$ cat src/rtl/stk_pkg.sv
package stk_pkg;

    localparam int XLEN    = 21;
    localparam int DBITS   = 20;
    localparam int S_DEPTH = 18;
    localparam int R_DEPTH = 17;

    typedef logic [XLEN-1:0] word_t;
    typedef logic [4:0]      opc_t;

    localparam opc_t OPC_FETCH_R  = 5'h08;
    localparam opc_t OPC_FETCH_AI = 5'h09;
    localparam opc_t OPC_LIT      = 5'h0A;
    localparam opc_t OPC_FETCH_A  = 5'h0B;
    localparam opc_t OPC_STORE_R  = 5'h0C;
    localparam opc_t OPC_STORE_AI = 5'h0D;
    localparam opc_t OPC_STORE_A  = 5'h0F;
    localparam opc_t OPC_INV      = 5'h10;
    localparam opc_t OPC_SHL      = 5'h11;
    localparam opc_t OPC_SHR      = 5'h12;
    localparam opc_t OPC_MSTEP    = 5'h13;
    localparam opc_t OPC_XOR      = 5'h14;
    localparam opc_t OPC_AND      = 5'h15;
    localparam opc_t OPC_ADD      = 5'h17;
    localparam opc_t OPC_RFROM    = 5'h18;
    localparam opc_t OPC_AFETCH   = 5'h19;
    localparam opc_t OPC_DUP      = 5'h1A;
    localparam opc_t OPC_OVER     = 5'h1B;
    localparam opc_t OPC_TOR      = 5'h1C;
    localparam opc_t OPC_ASTORE   = 5'h1D;
    localparam opc_t OPC_NOP      = 5'h1E;
    localparam opc_t OPC_DROP     = 5'h1F;

    typedef enum logic [1:0] {SK_HOLD, SK_PUSH, SK_POP, SK_BUMP} stk_op_e;
    typedef enum logic [2:0] {TS_KEEP, TS_ALU, TS_SNEXT, TS_RTOP, TS_AREG, TS_MEM} tsel_e;
    typedef enum logic [1:0] {AS_KEEP, AS_INC, AS_LOAD} asel_e;

    typedef struct packed {
        tsel_e   tsel;
        stk_op_e s_op;
        stk_op_e r_op;
        asel_e   a_op;
        logic    rd;
        logic    wr;
        logic    via_r;
    } ctrl_t;

    function automatic word_t add_lo(word_t a, word_t b);
        return {1'b0, a[DBITS-1:0]} + {1'b0, b[DBITS-1:0]};
    endfunction

    function automatic word_t shl1(word_t a);
        return {a[XLEN-2:0], 1'b0};
    endfunction

    function automatic word_t sar1(word_t a);
        return {a[XLEN-1], a[XLEN-1:1]};
    endfunction

    function automatic ctrl_t decode(opc_t op, logic valid);
        ctrl_t c;
        c = '{tsel: TS_KEEP, s_op: SK_HOLD, r_op: SK_HOLD, a_op: AS_KEEP,
              rd: 1'b0, wr: 1'b0, via_r: 1'b0};
        if (valid) begin
            case (op)
                OPC_INV, OPC_SHL, OPC_SHR, OPC_MSTEP: c.tsel = TS_ALU;
                OPC_XOR, OPC_AND, OPC_ADD: begin
                    c.tsel = TS_ALU;   c.s_op = SK_POP;
                end
                OPC_RFROM: begin
                    c.tsel = TS_RTOP;  c.s_op = SK_PUSH;  c.r_op = SK_POP;
                end
                OPC_AFETCH: begin
                    c.tsel = TS_AREG;  c.s_op = SK_PUSH;
                end
                OPC_DUP:  c.s_op = SK_PUSH;
                OPC_OVER: begin
                    c.tsel = TS_SNEXT; c.s_op = SK_PUSH;
                end
                OPC_TOR: begin
                    c.tsel = TS_SNEXT; c.s_op = SK_POP;   c.r_op = SK_PUSH;
                end
                OPC_ASTORE: begin
                    c.tsel = TS_SNEXT; c.s_op = SK_POP;   c.a_op = AS_LOAD;
                end
                OPC_DROP: begin
                    c.tsel = TS_SNEXT; c.s_op = SK_POP;
                end
                OPC_FETCH_R: begin
                    c.tsel = TS_MEM;   c.s_op = SK_PUSH;  c.r_op = SK_BUMP;
                    c.rd = 1'b1;       c.via_r = 1'b1;
                end
                OPC_FETCH_AI: begin
                    c.tsel = TS_MEM;   c.s_op = SK_PUSH;  c.a_op = AS_INC;
                    c.rd = 1'b1;
                end
                OPC_LIT: begin
                    c.tsel = TS_MEM;   c.s_op = SK_PUSH;
                end
                OPC_FETCH_A: begin
                    c.tsel = TS_MEM;   c.s_op = SK_PUSH;  c.rd = 1'b1;
                end
                OPC_STORE_R: begin
                    c.tsel = TS_SNEXT; c.s_op = SK_POP;   c.r_op = SK_BUMP;
                    c.wr = 1'b1;       c.via_r = 1'b1;
                end
                OPC_STORE_AI: begin
                    c.tsel = TS_SNEXT; c.s_op = SK_POP;   c.a_op = AS_INC;
                    c.wr = 1'b1;
                end
                OPC_STORE_A: begin
                    c.tsel = TS_SNEXT; c.s_op = SK_POP;   c.wr = 1'b1;
                end
                default: ;
            endcase
        end
        return c;
    endfunction

endpackage

$ cat src/rtl/stk_lifo.sv
module stk_lifo
    import stk_pkg::*;
#(
    parameter int DEPTH = 18,
    parameter int WIDTH = 21
) (
    input  logic             clk,
    input  logic             rst,
    input  stk_op_e          op,
    input  logic [WIDTH-1:0] push_val,
    output logic [WIDTH-1:0] top
);
    localparam int PW = (DEPTH > 1) ? $clog2(DEPTH) : 1;
    localparam logic [PW-1:0] LAST = PW'(DEPTH - 1);

    logic [PW-1:0]    ptr_q;
    logic [PW-1:0]    ptr_up;
    logic [PW-1:0]    ptr_dn;
    logic [PW-1:0]    wr_idx;
    logic             wr_en;
    logic [WIDTH-1:0] wr_val;
    logic [WIDTH-1:0] cells [DEPTH];

    assign ptr_up = (ptr_q == LAST) ? '0 : ptr_q + 1'b1;
    assign ptr_dn = (ptr_q == '0) ? LAST : ptr_q - 1'b1;
    assign top    = cells[ptr_q];

    always_comb begin
        wr_en  = 1'b0;
        wr_idx = ptr_q;
        wr_val = push_val;
        case (op)
            SK_PUSH: begin
                wr_en  = 1'b1;
                wr_idx = ptr_up;
            end
            SK_BUMP: begin
                wr_en  = 1'b1;
                wr_val = cells[ptr_q] + 1'b1;
            end
            default: ;
        endcase
    end

    always_ff @(posedge clk) begin
        if (rst) begin
            ptr_q <= '0;
        end else begin
            case (op)
                SK_PUSH: ptr_q <= ptr_up;
                SK_POP:  ptr_q <= ptr_dn;
                default: ;
            endcase
        end
    end

    for (genvar g = 0; g < DEPTH; g++) begin : g_cell
        always_ff @(posedge clk) begin
            if (rst) begin
                cells[g] <= '0;
            end else if (wr_en && (wr_idx == PW'(g))) begin
                cells[g] <= wr_val;
            end
        end
    end

endmodule

$ cat src/rtl/stk_alu.sv
module stk_alu
    import stk_pkg::*;
(
    input  opc_t  op,
    input  word_t t_in,
    input  word_t s_in,
    output word_t res
);
    word_t sum;

    assign sum = add_lo(t_in, s_in);

    always_comb begin
        case (op)
            OPC_INV:   res = ~t_in;
            OPC_SHL:   res = shl1(t_in);
            OPC_SHR:   res = sar1(t_in);
            OPC_MSTEP: res = t_in[0] ? sum : t_in;
            OPC_XOR:   res = t_in ^ s_in;
            OPC_AND:   res = t_in & s_in;
            OPC_ADD:   res = sum;
            default:   res = t_in;
        endcase
    end

endmodule

$ cat src/rtl/stk_core.sv
module stk_core
    import stk_pkg::*;
(
    input  logic        clk,
    input  logic        rst,
    input  logic        op_valid,
    input  logic [4:0]  op_code,
    input  logic [20:0] mem_rdata,
    output logic        mem_rd,
    output logic        mem_wr,
    output logic [20:0] mem_addr,
    output logic [20:0] mem_wdata,
    output logic [20:0] t_top,
    output logic [20:0] s_top,
    output logic [20:0] r_top,
    output logic [20:0] a_reg,
    output logic        carry_flag,
    output logic        t_zero
);
    ctrl_t ctl;
    word_t t_q, t_d;
    word_t a_q;
    word_t alu_res;
    word_t s_top_w;
    word_t r_top_w;

    assign ctl = decode(op_code, op_valid);

    stk_alu u_alu (
        .op   (op_code),
        .t_in (t_q),
        .s_in (s_top_w),
        .res  (alu_res)
    );

    stk_lifo #(.DEPTH(S_DEPTH), .WIDTH(XLEN)) u_dstk (
        .clk      (clk),
        .rst      (rst),
        .op       (ctl.s_op),
        .push_val (t_q),
        .top      (s_top_w)
    );

    stk_lifo #(.DEPTH(R_DEPTH), .WIDTH(XLEN)) u_rstk (
        .clk      (clk),
        .rst      (rst),
        .op       (ctl.r_op),
        .push_val (t_q),
        .top      (r_top_w)
    );

    always_comb begin
        case (ctl.tsel)
            TS_ALU:   t_d = alu_res;
            TS_SNEXT: t_d = s_top_w;
            TS_RTOP:  t_d = r_top_w;
            TS_AREG:  t_d = a_q;
            TS_MEM:   t_d = mem_rdata;
            default:  t_d = t_q;
        endcase
    end

    always_ff @(posedge clk) begin
        if (rst) begin
            t_q <= '0;
            a_q <= '0;
        end else begin
            t_q <= t_d;
            case (ctl.a_op)
                AS_INC:  a_q <= a_q + 1'b1;
                AS_LOAD: a_q <= t_q;
                default: ;
            endcase
        end
    end

    assign mem_rd     = ctl.rd;
    assign mem_wr     = ctl.wr;
    assign mem_addr   = ctl.via_r ? r_top_w : a_q;
    assign mem_wdata  = t_q;
    assign t_top      = t_q;
    assign s_top      = s_top_w;
    assign r_top      = r_top_w;
    assign a_reg      = a_q;
    assign carry_flag = t_q[XLEN-1];
    assign t_zero     = (t_q[DBITS-1:0] == '0);

endmodule

$ cat config.mk
export PLATFORM = sky130hd
export DESIGN_NAME = stk_core
export DESIGN_NICKNAME = d
export VERILOG_FILES = /design/src/rtl/stk_pkg.sv /design/src/rtl/stk_lifo.sv /design/src/rtl/stk_alu.sv /design/src/rtl/stk_core.sv
export SDC_FILE = /design/constraint.sdc
export NUM_CORES = 1
export LEC_CHECK = 0
export BUFFER_PORTS_ARGS = -buffer_cell sky130_fd_sc_hd__buf_4
export CAP_MARGIN = 30
export CORE_MARGIN = 2
export CORE_UTILIZATION = 35
export DETAILED_ROUTE_END_ITERATION = 12
export PLACE_DENSITY = 0.57
export SETUP_SLACK_MARGIN = 0.5
export SLEW_MARGIN = 5
export SYNTH_ARGS = -nofsm -noshare
export SYNTH_HDL_FRONTEND = slang
export SYNTH_SLANG_ARGS = --single-unit
$ cat constraint.sdc
create_clock -name clk -period 6.13 [get_ports clk]
set_input_delay 1.226 -clock clk [delete_from_list [all_inputs] [get_ports clk]]
set_output_delay 1.226 -clock clk [all_outputs]
set_load 0.01 [all_outputs]
== Yosys cells after proc, flatten, opt, wreduce, memory -nomap -nowiden ==
Memory sizes are Yosys's and may differ from the RTL's. A register that Yosys moved wholly into a read port is not among the register bits.
Index checks and enable logic that the tools add are counted.
W data, S select, Z words.
Word-level totals
  RAM bits: 735
  input bits: 29
  memories kept: 2
  register bits after elaboration: 52
  output and inout bits: 130
Operators by class
  add/sub/neg operators: 8
  equal/unequal tests: 73
  bitwise logic cells: 38
  mux-type cells: 171
  reductions and logical operators: 58
Memory list
  u_dstk.cells: words 18, bits a word 21, read ports 1, clocked after memory_dff 1, write ports 18, RTL line stk_lifo.sv:22  | logic [WIDTH-1:0] cells [DEPTH];
  u_rstk.cells: words 17, bits a word 21, read ports 1, clocked after memory_dff 1, write ports 17, RTL line stk_lifo.sv:22
Operators by type and width (number)
  $mux W21: 39
  $pmux W21 S7: 1
  $eq A5 B4 Y1 const B: 23
  $mux W1: 112
  $pmux W21 S5: 1
  $eq A5 B5 Y1 const B: 19
  $add A21 B1 Y21 const B: 3
  $mux W5: 10
  $pmux W21 S2: 1
  $eq A5 B3 Y1 const B: 8
  $logic_and A1 B1 Y1: 35
  $or A1 B1 Y1: 35
  $add A20 B20 Y21: 1
  $and A21 B21 Y21: 1
  $not A21 Y21: 1
  $xor A21 B21 Y21: 1
  $eq A5 B2 Y1 const B: 4
  $logic_not A20 Y1: 1
  $logic_not A5 Y1: 4
  $pmux W5 S2: 2
  $pmux W3 S5: 1
  $reduce_or A7 Y1: 2
  $mux W12: 1
  $add A5 B1 Y5 const B: 2
  23 further kinds: 40

== Longest topological paths before layout ==
  depth after elaboration: 12
  gate-level depth with buffers: 18
  gate-level depth less buffers: 16

== Cells and area by module ==
Synthesis repeated with hierarchy kept, for this count alone.
Second synthesis, totals
  cell total of the unflattened synthesis: 3432
  area, all modules: 41260.8 sq um
By module, submodules not included
  stk_lifo (u_dstk): area each 18436.4 sq um, sequential area each 11551.1 sq um, cells each 1402, times used 1
  stk_lifo (u_rstk): area each 17504.3 sq um, sequential area each 10920.5 sq um, cells each 1295, times used 1
  stk_core: area each 3160.5 sq um, sequential area each 840.8 sq um, cells each 395, times used 1
  stk_alu: area each 2159.6 sq um, sequential area each 0.0 sq um, cells each 340, times used 1

== Worst setup path before layout ==
OpenSTA, ideal clock, no wires.
  kind: input-to-reg
  start point: input port op_valid
  end point: memory u_dstk.cells[16][0], enable pin
  path buffers: 2
  required time: 5.726 ns
  data arrival time: 4.093 ns
  path slack: 1.634 ns
  stages on the path: 11
  library setup time: 0.404 ns
  path through: clkbuf_1 -> nand2_1 -> nor2_1 -> ha_1 -> clkbuf_1 -> nand4_1 -> xor2_1 -> nand2_1 -> nor2_1 -> nand3_1 -> o21bai_1
RTL lines
  start, declared: RTL line stk_core.sv:6  | input logic op_valid,
  end, declared: RTL line stk_lifo.sv:22

==> impl_metrics.py <==
metrics = {
    "outcome": {
        "status": "completed",
    },
    "sta": {
        "skew_ps": 54.0,
        "maxSlewViolCount": 0,
        "fin_setup_tns_ps": 0,
        "maxSlewHeadroom_pct": 31.1,
        "finalCritPeriodShare_pct": 86.3,
        "rsz0062_at_grt": "no",
        "finalHoldViolations": 0,
        "period_needed_ps": 5290,
        "max_freq_ghz": 0.189,
        "tightest_slew_ps": 1030,
        "setup_viol": 0,
    },
    "drt": {
        "post_drt_wl_per_cell_um": 26.9,
        "vias_per_cell": 5.73,
        "drt_iter0_markers": 3419,
        "first_pass_iters": 7,
        "postRouteAntennaNets": 0,
        "dr_total_vias": 28600,
        "drc": 0,
        "drt_wl_total_mm": 134,
    },
    "clock_network": {
        "clk_pin_slew_worst_paths_ps": 60,
        "cts_resized": 0,
        "h-tree-depth": 3,
        "cts_tree": "yes",
        "cts_sinks": 797,
        "cts_buffers": 87,
        "postCtsSetupRepairBufs": 0,
        "cts_max_path_buffers": 3,
        "clk_latency_ps": 690,
        "root_buffer": "clkbuf_16",
        "ctsHoldBuffers": 0,
    },
    "synthesis": {
        "yosysWarnings": 0,
        "synth_edf_count": 735,
        "syn_area_um2": 39800,
        "ys.flop_type": "edfxtp_1",
        "avgSynthCellArea_um2": 12.2,
        "seq_area_frac_synth_pct": 58.5,
        "syn_nets": 3320,
        "async_flop_share_pct": 0,
        "synth.distinct_cells": 89,
        "synth_seq_cells": 797,
        "syn_inst": 3253,
    },
    "die": {
        "num_rows": 123,
        "dieArea_um2": 116000,
        "ios": 159,
        "core_area_um2": 113000,
        "fp.dieW_um": 341,
        "start_util_pct": 35.4,
        "die_h_um": 341,
    },
    "grt": {
        "grt_pass1_wl_mm": 194,
        "grtUsageTotal_pct": 22.6,
        "grt_pass1_vias": 27500,
        "antenna_found_initial": 3,
        "overflow": 0,
        "grt_max_degree": 66,
    },
    "worst_setup_path": {
        "path_max_fanout": 23,
        "path_buf_inv": 2,
        "cp-end-kind": "primary output",
        "cp_cell_sequence": "buf_4 -> mux4_2 -> mux4_2 -> nand2_1 -> nand2_1 -> mux2_2 -> buf_4",
        "critPathLaunchType": "flip-flop",
        "cp_slowest_cell": "dfxtp_4",
        "crit_family": "multiplexers",
        "arrival_ps": 4070,
        "worstSetupPathType": "reg -> out",
        "cpPeakStageDelay_ps": 670,
        "crit_required_ps": 4900,
    },
    "finish": {
        "drive_gt1_share_pct": 21.0,
        "nNetsFinal": 3471,
        "largest_register_ffs": 378,
        "reg_top3": "u_dstk.cells (378), u_rstk.cells (357)",
        "final_cell_mix": "nor2_1 (850), edfxtp_1 (735), buf_4 (339)",
        "area_growth_pct": 15.7,
        "final_cells": 4980,
        "seqCellArea_um2": 23300,
        "regMostFlops": "u_dstk.cells",
        "multi_input_area_um2": 14900,
        "design_area_um2": 46100,
        "layout_commonest_cell": "nor2_1",
        "fillers": 10700,
    },
    "placed_design": {
        "hpwl_mm": 89.8,
        "gp_congestion": 0.894,
        "dpl.cell_count": 4812,
        "dpl_cell_area_um2": 43000,
        "portBuffers": 158,
    },
    "flow_run": {
        "cap_violations": 0,
    },
    "power_and_ir_drop": {
        "p_per_area_nw_per_um2": 290,
        "power_mw": 13.4,
        "p_leak_nw": 15.8,
        "ir_worst_vdd_uv": 238,
    },
    "worst_hold_path": {
        "hp-class": "reg -> reg",
    },
}
[worst paths after layout]
check             startpoint                    to  slack (ps)  depth (start not counted)
hold / removal      a_reg[5]              a_reg[5]         590                          2
setup / recovery   flip-flop          mem_addr[20]         840                          7
setup reg to reg   flip-flop  u_dstk.cells[13][18]         940                         13
hold reg to reg     a_reg[5]              a_reg[5]         590                          2
[synth_stat cells (37+ instances only)]
cell type | instances | area share [%]
buf_2 | 37 | 0.47
edfxtp_1 | 735 | 55
mux4_2 | 133 | 7.5
clkbuf_1 | 167 | 1.6
nor3_1 | 63 | 0.79
mux2i_1 | 123 | 3.1
inv_1 | 44 | 0.41
nand2_1 | 157 | 1.5
o21ai_0 | 75 | 0.94
nor2_1 | 850 | 8.0
a22oi_1 | 54 | 1.0
ha_1 | 37 | 1.2
a21oi_1 | 84 | 1.1
dfxtp_1 | 62 | 3.1
[cell type report]
type	instances	area share, %
multi-input combinational	2119	32.3
clock inverter	60	1.49
timing repair buffer	353	6.18
inverter	46	0.375
tap	1500	4.07
clock buffer	103	4.90
antenna	2	0.0109
sequential	797	50.7
[worst register-to-register path: cells and delay by family (launching register included)]
kind                     cells  cell delay [ps]
AO/OA/AOI/OAI                2             1110
XOR/XNOR                     1              120
adder cells (fa/ha/maj)      1              180
buffers and inverters        3             1050
flip-flops                   1              850
multiplexers                 3              510
AND/OR/NAND/NOR              3             1100
[power breakdown]
group / internal (mW) / switching (mW) / leakage (nW) / total, mW
Clock: 3.16 / 2.30 / 1.43 / 5.46
Combinational: 0.586 / 1.12 / 6.30 / 1.71
Sequential: 6.11 / 0.101 / 8.10 / 6.21
[through the flow]
step	util (%)	hold WS (ps)	setup WS (ps)
after floorplan	-	540	1630
after CTS	40.8	590	817
after global placement	38.1	580	991
after detailed placement	38.2	582	984
final	40.9	594	837
after global routing	40.9	627	630
[metal layers]
| layer | wire [µm] | up-vias | GRT usage [%] |
|---|---|---|---|
| li1 | - | 12300 | - |
| met1 | 55800 | 14500 | 31.4 |
| met2 | 60900 | 1446 | 35.0 |
| met3 | 12300 | 229 | 4.45 |
| met4 | 4950 | 2 | 8.41 |
| met5 | 13 | - | 0 |
[cell families (layout without fill, tap and decap cells)]
kind of cell / Yosys count / in the layout / synth area share (%)
buffers and inverters: 337 / 562 / 4.55
and+or+nand+nor: 1254 / 1254 / 13.2
AOI/OAI and AO/OA: 466 / 466 / 8.22
xor gates and xnor gates: 43 / 43 / 0.946
muxes: 318 / 318 / 13.3
DFF: 797 / 797 / 58.5
other: 0 / 2 / 0
adders and majority gates: 38 / 38 / 1.21
No activity file was read; power rests on OpenSTA's default activity.
